--- src/rtl/gfm_pkg.sv ---
package gfm_pkg;

    // Field width and fixed reduction polynomial x^8+x^4+x^3+x+1
    localparam int unsigned GF_W    = 8;
    localparam logic [GF_W:0] GF_POLY = 9'h11B;

    typedef logic [GF_W-1:0] gf_elem_t;

endpackage

--- src/rtl/gfm_step.sv ---
// One shift-and-add stage: doubles the running value in the field,
// then conditionally adds (XORs) the multiplicand.
module gfm_step #(
    parameter int unsigned W       = 8,
    parameter logic [W-1:0] POLY_LO = 8'h1B
) (
    input  logic [W-1:0] acc_in,
    input  logic [W-1:0] mcand,
    input  logic         mbit,
    output logic [W-1:0] acc_out
);

    logic [W-1:0] doubled;
    logic         carry;

    always_comb begin
        carry   = acc_in[W-1];
        doubled = {acc_in[W-2:0], 1'b0};
        if (carry) begin
            doubled = doubled ^ POLY_LO;
        end
        acc_out = doubled ^ (mbit ? mcand : '0);
    end

endmodule

--- src/rtl/gfm_chain.sv ---
// Unrolled chain of W stages scanning the multiplier MSB first.
module gfm_chain #(
    parameter int unsigned W       = 8,
    parameter logic [W-1:0] POLY_LO = 8'h1B
) (
    input  logic [W-1:0] mcand,
    input  logic [W-1:0] mplier,
    output logic [W-1:0] product
);

    logic [W-1:0] acc [W+1];

    assign acc[0] = '0;

    for (genvar i = 0; i < W; i++) begin : g_stage
        gfm_step #(
            .W       (W),
            .POLY_LO (POLY_LO)
        ) u_step (
            .acc_in  (acc[i]),
            .mcand   (mcand),
            .mbit    (mplier[W-1-i]),
            .acc_out (acc[i+1])
        );
    end

    assign product = acc[W];

endmodule

--- src/rtl/gfm_outreg.sv ---
// Optional output capture stage with a one-cycle valid flag.
module gfm_outreg #(
    parameter int unsigned W       = 8,
    parameter bit          REG_OUT = 1'b1
) (
    input  logic         clk,
    input  logic         rst_n,
    input  logic         in_valid,
    input  logic [W-1:0] d,
    output logic [W-1:0] q,
    output logic         out_valid
);

    if (REG_OUT) begin : g_reg
        logic [W-1:0] q_r;
        logic         v_r;

        always_ff @(posedge clk or negedge rst_n) begin
            if (!rst_n) begin
                q_r <= '0;
                v_r <= 1'b0;
            end else begin
                v_r <= in_valid;
                if (in_valid) begin
                    q_r <= d;
                end
            end
        end

        assign q         = q_r;
        assign out_valid = v_r;


        load_on_strobe_chk: assert property (@(posedge clk) disable iff (!rst_n)
            in_valid |=> (q == $past(d)));


        hold_without_strobe_chk: assert property (@(posedge clk) disable iff (!rst_n)
            !in_valid |=> $stable(q));


        valid_follows_chk: assert property (@(posedge clk) disable iff (!rst_n)
            in_valid |=> out_valid);


        valid_drops_chk: assert property (@(posedge clk) disable iff (!rst_n)
            !in_valid |=> !out_valid);
    end else begin : g_pass
        assign q         = d;
        assign out_valid = in_valid;
    end

endmodule

--- src/rtl/gfm_mult.sv ---
// GF(2^8) multiplier top: combinational product plus optional register.
module gfm_mult
    import gfm_pkg::*;
#(
    parameter bit REG_OUT = 1'b1
) (
    input  logic            clk,
    input  logic            rst_n,
    input  logic            in_valid,
    input  logic [GF_W-1:0] op_a,
    input  logic [GF_W-1:0] op_b,
    output logic [GF_W-1:0] prod_comb,
    output logic [GF_W-1:0] prod_q,
    output logic            out_valid
);

    localparam logic [GF_W-1:0] POLY_LO = GF_POLY[GF_W-1:0];

    gf_elem_t product_w;

    gfm_chain #(
        .W       (GF_W),
        .POLY_LO (POLY_LO)
    ) u_chain (
        .mcand   (op_a),
        .mplier  (op_b),
        .product (product_w)
    );

    assign prod_comb = product_w;

    gfm_outreg #(
        .W       (GF_W),
        .REG_OUT (REG_OUT)
    ) u_outreg (
        .clk       (clk),
        .rst_n     (rst_n),
        .in_valid  (in_valid),
        .d         (product_w),
        .q         (prod_q),
        .out_valid (out_valid)
    );


    zero_operand_chk: assert property (@(posedge clk) disable iff (!rst_n)
        ((op_a == '0) || (op_b == '0)) |-> (prod_comb == '0));


    unit_right_chk: assert property (@(posedge clk) disable iff (!rst_n)
        (op_b == GF_W'(1)) |-> (prod_comb == op_a));


    unit_left_chk: assert property (@(posedge clk) disable iff (!rst_n)
        (op_a == GF_W'(1)) |-> (prod_comb == op_b));

endmodule

--- config.mk ---
export PLATFORM = sky130hd
export DESIGN_NAME = gfm_mult
export DESIGN_NICKNAME = d
export VERILOG_FILES = /design/src/rtl/gfm_pkg.sv /design/src/rtl/gfm_step.sv /design/src/rtl/gfm_chain.sv /design/src/rtl/gfm_outreg.sv /design/src/rtl/gfm_mult.sv
export SDC_FILE = /design/constraint.sdc
export NUM_CORES = 1
export LEC_CHECK = 0
export BUFFER_PORTS_ARGS = -buffer_cell sky130_fd_sc_hd__buf_2
export CAP_MARGIN = 20
export CORE_AREA = 2 2 76 60
export DETAILED_ROUTE_END_ITERATION = 8
export DIE_AREA = 0 0 78 62
export MAX_ROUTING_LAYER = met4
export PLACE_DENSITY_LB_ADDON = 0.15
export SLEW_MARGIN = 15
export SYNTH_ARGS = -nofsm -noshare
export SYNTH_HDL_FRONTEND = slang
export SYNTH_SLANG_ARGS = --single-unit
--- constraint.sdc ---
create_clock -name clk -period 2.5 [get_ports clk]
set_clock_uncertainty 0.15 [all_clocks]
set_input_delay 0.375 -clock clk [delete_from_list [all_inputs] [get_ports clk]]
set_output_delay 0.375 -clock clk [all_outputs]
set_load 0.1 [all_outputs]
==> results of run 1 <==
-- state kept, by name, indices dropped and copies added, names as in the netlist --
name / cells
u_outreg.q: 8
u_outreg.out_valid: 1
-- cells by family after synthesis --
family	Yosys count	synth area share [%]
DFF	9	15.9
AOI/OAI and AO/OA	8	4.06
muxes	9	7.06
buffers and inverters	18	7.59
xor gates and xnor gates	67	44.4
and+or+nand+nor	72	21.0
-- stage by stage --
step           instance area (sq um)  TNS (ns)
2_1_floorplan                   1640     -4.15
3_3_place_gp                    2160     -2.51
3_5_place_dp                    2160     -2.93
4_1_cts                         2450     -1.15
5_1_grt                         2610     -1.75
6_report                        2610     -1.14
-- cell usage after synthesis (2+ instances only) --
cell and instances:
xnor3_1 2, buf_4 2, nand3b_1 3, buf_2 6, o21ai_0 2, clkbuf_1 6, buf_6 2, dfrtp_1 9
mux2_2 8, xnor2_1 49, xor2_1 15, nand2_1 63
-- layout make-up --
class                   instances  area (sq um)  area share [%]
multi-input cells             156          1470            56.4
repair buffers                 80           797            30.6
flip-flops and latches          9           225            8.63
well taps                      57          71.3            2.73
clock buffers                   4          45.0            1.73
-- routing by layer --
| metal | up-vias | GRT usage [%] | wire length (um) | part of all wire (%) |
|---|---|---|---|---|
| li1 | 695 | - | - | - |
| met1 | 666 | 22.4 | 1850 | 47 |
| met2 | 31 | 29.9 | 1970 | 50 |
| met3 | 0 | 3.03 | 120 | 3.0 |
| met4 | 0 | 0 | 0 | 0 |
| met5 | - | - | 0 | 0 |
-- placed cells by master, fill, tap and decap left out, types with 9 or more instances in the layout --
cell and n:
xnor2_1 28, xnor2_4 10, xor2_1 9, dfrtp_1 9, buf_6 9, buf_2 17, buf_12 14, buf_4 37
nand2_1 53, xnor2_2 11
-- worst paths after layout --
path	startpoint	to	slack [ns]
min reg2reg	u_outreg.q[2]$_DFFE_PN0P_	u_outreg.q[2]$_DFFE_PN0P_	0.36
min	in_valid	u_outreg.out_valid$_DFF_PN0_	0.26
min in group asynchronous	rst_n	u_outreg.q[4]$_DFFE_PN0P_	0.38
max reg2reg	u_outreg.q[4]$_DFFE_PN0P_	u_outreg.q[4]$_DFFE_PN0P_	1.58
max in group asynchronous	rst_n	u_outreg.q[0]$_DFFE_PN0P_	1.64
max	op_b[3]	prod_comb[4]	-0.25
-- repair_timing --
action / 4_1_cts / 5_1_grt
gates resized for setup: 42 / 22
setup endpoints to repair: 8 / 8
hold endpoints to repair: 9 / 0
gates cloned: 1 / 0
buffers inserted: 4 / 4
hold buffers: 1 / 0
pin swaps: 17 / 23
==> reports/results.ini, run 1 <==
[clock_network]
cts_made_buffers = 3
clock_latency_ns = 0.23
path_clk_slew_ns = 0.04
cts_tree = yes
cts_buffer_depth = 2
cts_htree_levels = 1
cts.sinks = 9
cts-root-buf = clkbuf_8

[route]
wl_per_cell_um = 12.9
first_iter_violations = 73
vias_per_cell = 4.55
detail-route-antenna-nets = 0
first_pass_iters = 4
num_vias = 1392
drc_errors = 0
drt-total-wl_um = 3950

[yosys]
synth_top_flop_cell = dfrtp_1
netlist.area_leader.share_pct = 30.3
synth_top_area_cell = xnor2_1
synth-async-reset-ratio_pct = 100
ys_types = 28
ys_seq_area_share_pct = 15.9
synth_edf_count = 0
ys_ff_latch = 9
syn_area_sq_um = 1420
syn_avg_cell_area_sq_um = 7.75
synth_fp_nets = 202
synth_area_leaders = xnor2_1, nand2_1, dfrtp_1, xor2_1, mux2_2
postSynthCellCount = 183
yosysWarnings = 0

[timing]
fin_ws_ns = -0.253
post-route-period-util_pct = 110
rsz0062_at_grt = true
maxSlewViolCount = 0
relSlewSlack_pct = 67.6
tightest_slew_ns = 0.489
fin_hold_ws_ns = 0.258
finalCriticalPeriod_ns = 2.75
fmaxAchievable_ghz = 0.363
setup_violations = 7
hold_violations = 0

[run_status]
run_status = finished, violations left
violations = negative setup slack

[critical_path]
endpoint_kind = primary output
crit_type = in -> out
cp_max_fo = 4
critical_path_required_ns = 1.98
reg2reg_depth = 1
crit_slowest_cell = xnor3_2
critPathTopFamily = XOR/XNOR gates
critPathLaunchType = input port
critical_path_arrival_ns = 2.23
slowest_delay_ns = 0.50
path_depth = 8
path_buf_inv = 2
path_cells = buf_2 > nand2_1 > xnor2_1 > xnor2_1 > xnor3_2 > xnor3_2 > xnor2_4 > buf_12

[floorplanning]
die_w_um = 78
die_h_um = 62
die-area_sq_um = 4840
start_util_pct = 33.7
io-pin-count = 36
core.rowCount = 21
core-area_sq_um = 4200

[flow_run]
cap_viol_max_count = 0

[place]
placed_cells = 292
place_ws_ns = -0.382
dpl.hpwl_um = 3040
gp_congestion = 0.871
io_buffers = 35

[layout]
final_util_pct = 62.1
area_delta_synth_final_pct = 84.0
diodes = 0
fin_cells = 306
final_nets = 269
drive_gt1_share_pct = 52.2
n_fill_cell = 360

[worst_hold_path]
hold_class = in -> reg
holdPathStages = 1

[global_route]
grt_pass1_vias = 1359
grt_overflow = 0
grt_max_degree = 14
grtUsageTotal_pct = 17.1
grt_pass1_wl_um = 6280
antenna_found_initial = 0

Power of run 1 is left out: the tool's default activity adds up to more than one toggle a clock period on the data nets, which glitch-free logic cannot reach.
==> run 2: changes to the inputs <==
--- a/config.mk
+++ b/config.mk
@@ -7,11 +7,12 @@
 export LEC_CHECK = 0
 export BUFFER_PORTS_ARGS = -buffer_cell sky130_fd_sc_hd__buf_2
 export CAP_MARGIN = 20
-export CORE_AREA = 2 2 76 60
+export CORE_AREA = 2 2 66 68
 export DETAILED_ROUTE_END_ITERATION = 8
-export DIE_AREA = 0 0 78 62
+export DIE_AREA = 0 0 68 70
 export MAX_ROUTING_LAYER = met4
 export PLACE_DENSITY_LB_ADDON = 0.15
+export RECOVER_POWER = 25
 export SLEW_MARGIN = 15
 export SYNTH_ARGS = -nofsm -noshare
 export SYNTH_HDL_FRONTEND = slang
==> reports/results.ini, run 2 (synthesized netlist as in run 1, its figures left out) <==
[clock_network]
cts_buffer_depth = 2  ; unchanged
clock_latency_ns = 0.24  ; was 0.23 ns
cts-root-buf = clkbuf_8  ; unchanged
cts_made_buffers = 3  ; unchanged
path_clk_slew_ns = 0.04  ; about the same
cts_tree = yes  ; unchanged
cts.sinks = 9  ; unchanged
cts_htree_levels = 1  ; unchanged

[global_route]
grt_max_degree = 13  ; was 14
grt_pass1_wl_um = 6330  ; was 6280 um
grt_overflow = 0  ; unchanged
antenna_found_initial = 0  ; unchanged
grtUsageTotal_pct = 17.6  ; was 17.1%
grt_pass1_vias = 1297  ; was 1359

[critical_path]
endpoint_kind = primary output  ; unchanged
cp_max_fo = 6  ; was 4
critical_path_required_ns = 1.98  ; about the same
critical_path_arrival_ns = 2.25  ; was 2.23 ns
critPathLaunchType = input port  ; unchanged
crit_type = in -> out  ; unchanged

[timing]
post-route-period-util_pct = 111  ; was 110%
maxSlewViolCount = 0  ; unchanged
fmaxAchievable_ghz = 0.361  ; was 0.363 GHz
hold_violations = 0  ; unchanged
rsz0062_at_grt = true  ; unchanged
tightest_slew_ns = 0.526  ; was 0.489 ns
finalCriticalPeriod_ns = 2.77  ; was 2.75 ns
fin_ws_ns = -0.273  ; was -0.253 ns
relSlewSlack_pct = 64.9  ; was 67.6%
setup_violations = 6  ; was 7

[layout]
diodes = 0  ; unchanged
largest_reg_flops = 8  ; unchanged
final_util_pct = 59.2  ; was 62.1%
final_common_cell = nand2_1  ; unchanged
fin_cells = 293  ; was 306
final_nets = 261  ; was 269
drive_gt1_share_pct = 48.1  ; was 52.2%
fin_area_sq_um = 2450  ; was 2610 sq um
area_delta_synth_final_pct = 73.1  ; was 84.0%
mostFrequentLayoutCells = nand2_1, buf_4, xnor2_1  ; unchanged
n_fill_cell = 361  ; was 360

[run_status]
run_status = finished, violations left  ; unchanged
violations = negative setup slack  ; unchanged

[floorplanning]
core.rowCount = 24  ; was 21
start_util_pct = 34.2  ; was 33.7%
die-area_sq_um = 4760  ; was 4840 sq um
io-pin-count = 36  ; unchanged
core-area_sq_um = 4140  ; was 4200 sq um
die_h_um = 70  ; was 62 um
die_w_um = 68  ; was 78 um

[place]
io_buffers = 35  ; unchanged
placed_cells = 280  ; was 292
placed_cell_area_sq_um = 2100  ; was 2160 sq um
gp_congestion = 0.898  ; was 0.871
place_ws_ns = -0.371  ; was -0.382 ns
dpl.hpwl_um = 3040  ; about the same

[route]
vias_per_cell = 4.63  ; was 4.55
drc_errors = 0  ; unchanged
first_iter_violations = 41  ; was 73
first_pass_iters = 4  ; unchanged
num_vias = 1356  ; was 1392
detail-route-antenna-nets = 0  ; unchanged
wl_per_cell_um = 12.6  ; was 12.9 um
drt-total-wl_um = 3700  ; was 3950 um

[flow_run]
cap_viol_max_count = 0  ; unchanged

[worst_hold_path]
hold_class = reg -> reg  ; was in -> reg

run 2: critical path, stage by stage:
cell	delay, ns
buf_12	0.11
a22o_1	0.22
a211o_1	0.26
a221o_2	0.38
xnor3_2	0.48
xnor2_4	0.23
buf_12	0.19
run 2: through the flow:
step	TNS, ns	hold WS (ns)
after global placement	-2.57	0.0778
after CTS	-1.16	0.241
after global routing	-1.54	0.366
final	-1.08	0.351
after detailed placement	-3.00	0.0894
after floorplan	-4.15	-0.0706
run 2: path summary, 6_finish.rpt:
kind | start | endpoint | slack (ns) | cells past startpoint
setup reg to reg | u_outreg.q[2]$_DFFE_PN0P_ | u_outreg.q[2]$_DFFE_PN0P_ | 1.58 | 1
max in group asynchronous | rst_n | u_outreg.q[5]$_DFFE_PN0P_ | 1.42 | 2
hold / removal | u_outreg.q[7]$_DFFE_PN0P_ | u_outreg.q[7]$_DFFE_PN0P_ | 0.35 | 1
setup / recovery | op_b[7] | prod_comb[1] | -0.27 | 7
min in group asynchronous | rst_n | u_outreg.q[3]$_DFFE_PN0P_ | 0.46 | 2
hold reg to reg | u_outreg.q[7]$_DFFE_PN0P_ | u_outreg.q[7]$_DFFE_PN0P_ | 0.35 | 1
run 2: area by class of cell:
class                   instances  area (sq um)  area share (%)
clock buffers                   4          45.0            1.84
multi-input cells             156          1440            58.5
flip-flops and latches          9           225            9.18
well taps                      52          65.1            2.65
repair buffers                 72           682            27.8
run 2: routing by layer:
layer | vias to the layer above | global-route usage [%] | part of all wire, %
li1 | 681 | - | -
met1 | 628 | 23.3 | 42
met2 | 44 | 28.7 | 53
met3 | 3 | 1.45 | 3.9
met4 | 0 | 4.67 | 1.1
met5 | - | - | 0
run 2: what timing repair did:
item,in CTS,in global routing
endpoints found under the hold margin,9,0
setup endpoints to repair,8,8
buffers inserted,7,2
gates resized for setup,33,18
hold buffers,1,0
pin swaps,16,11
Power of run 2 is left out for the same reason.
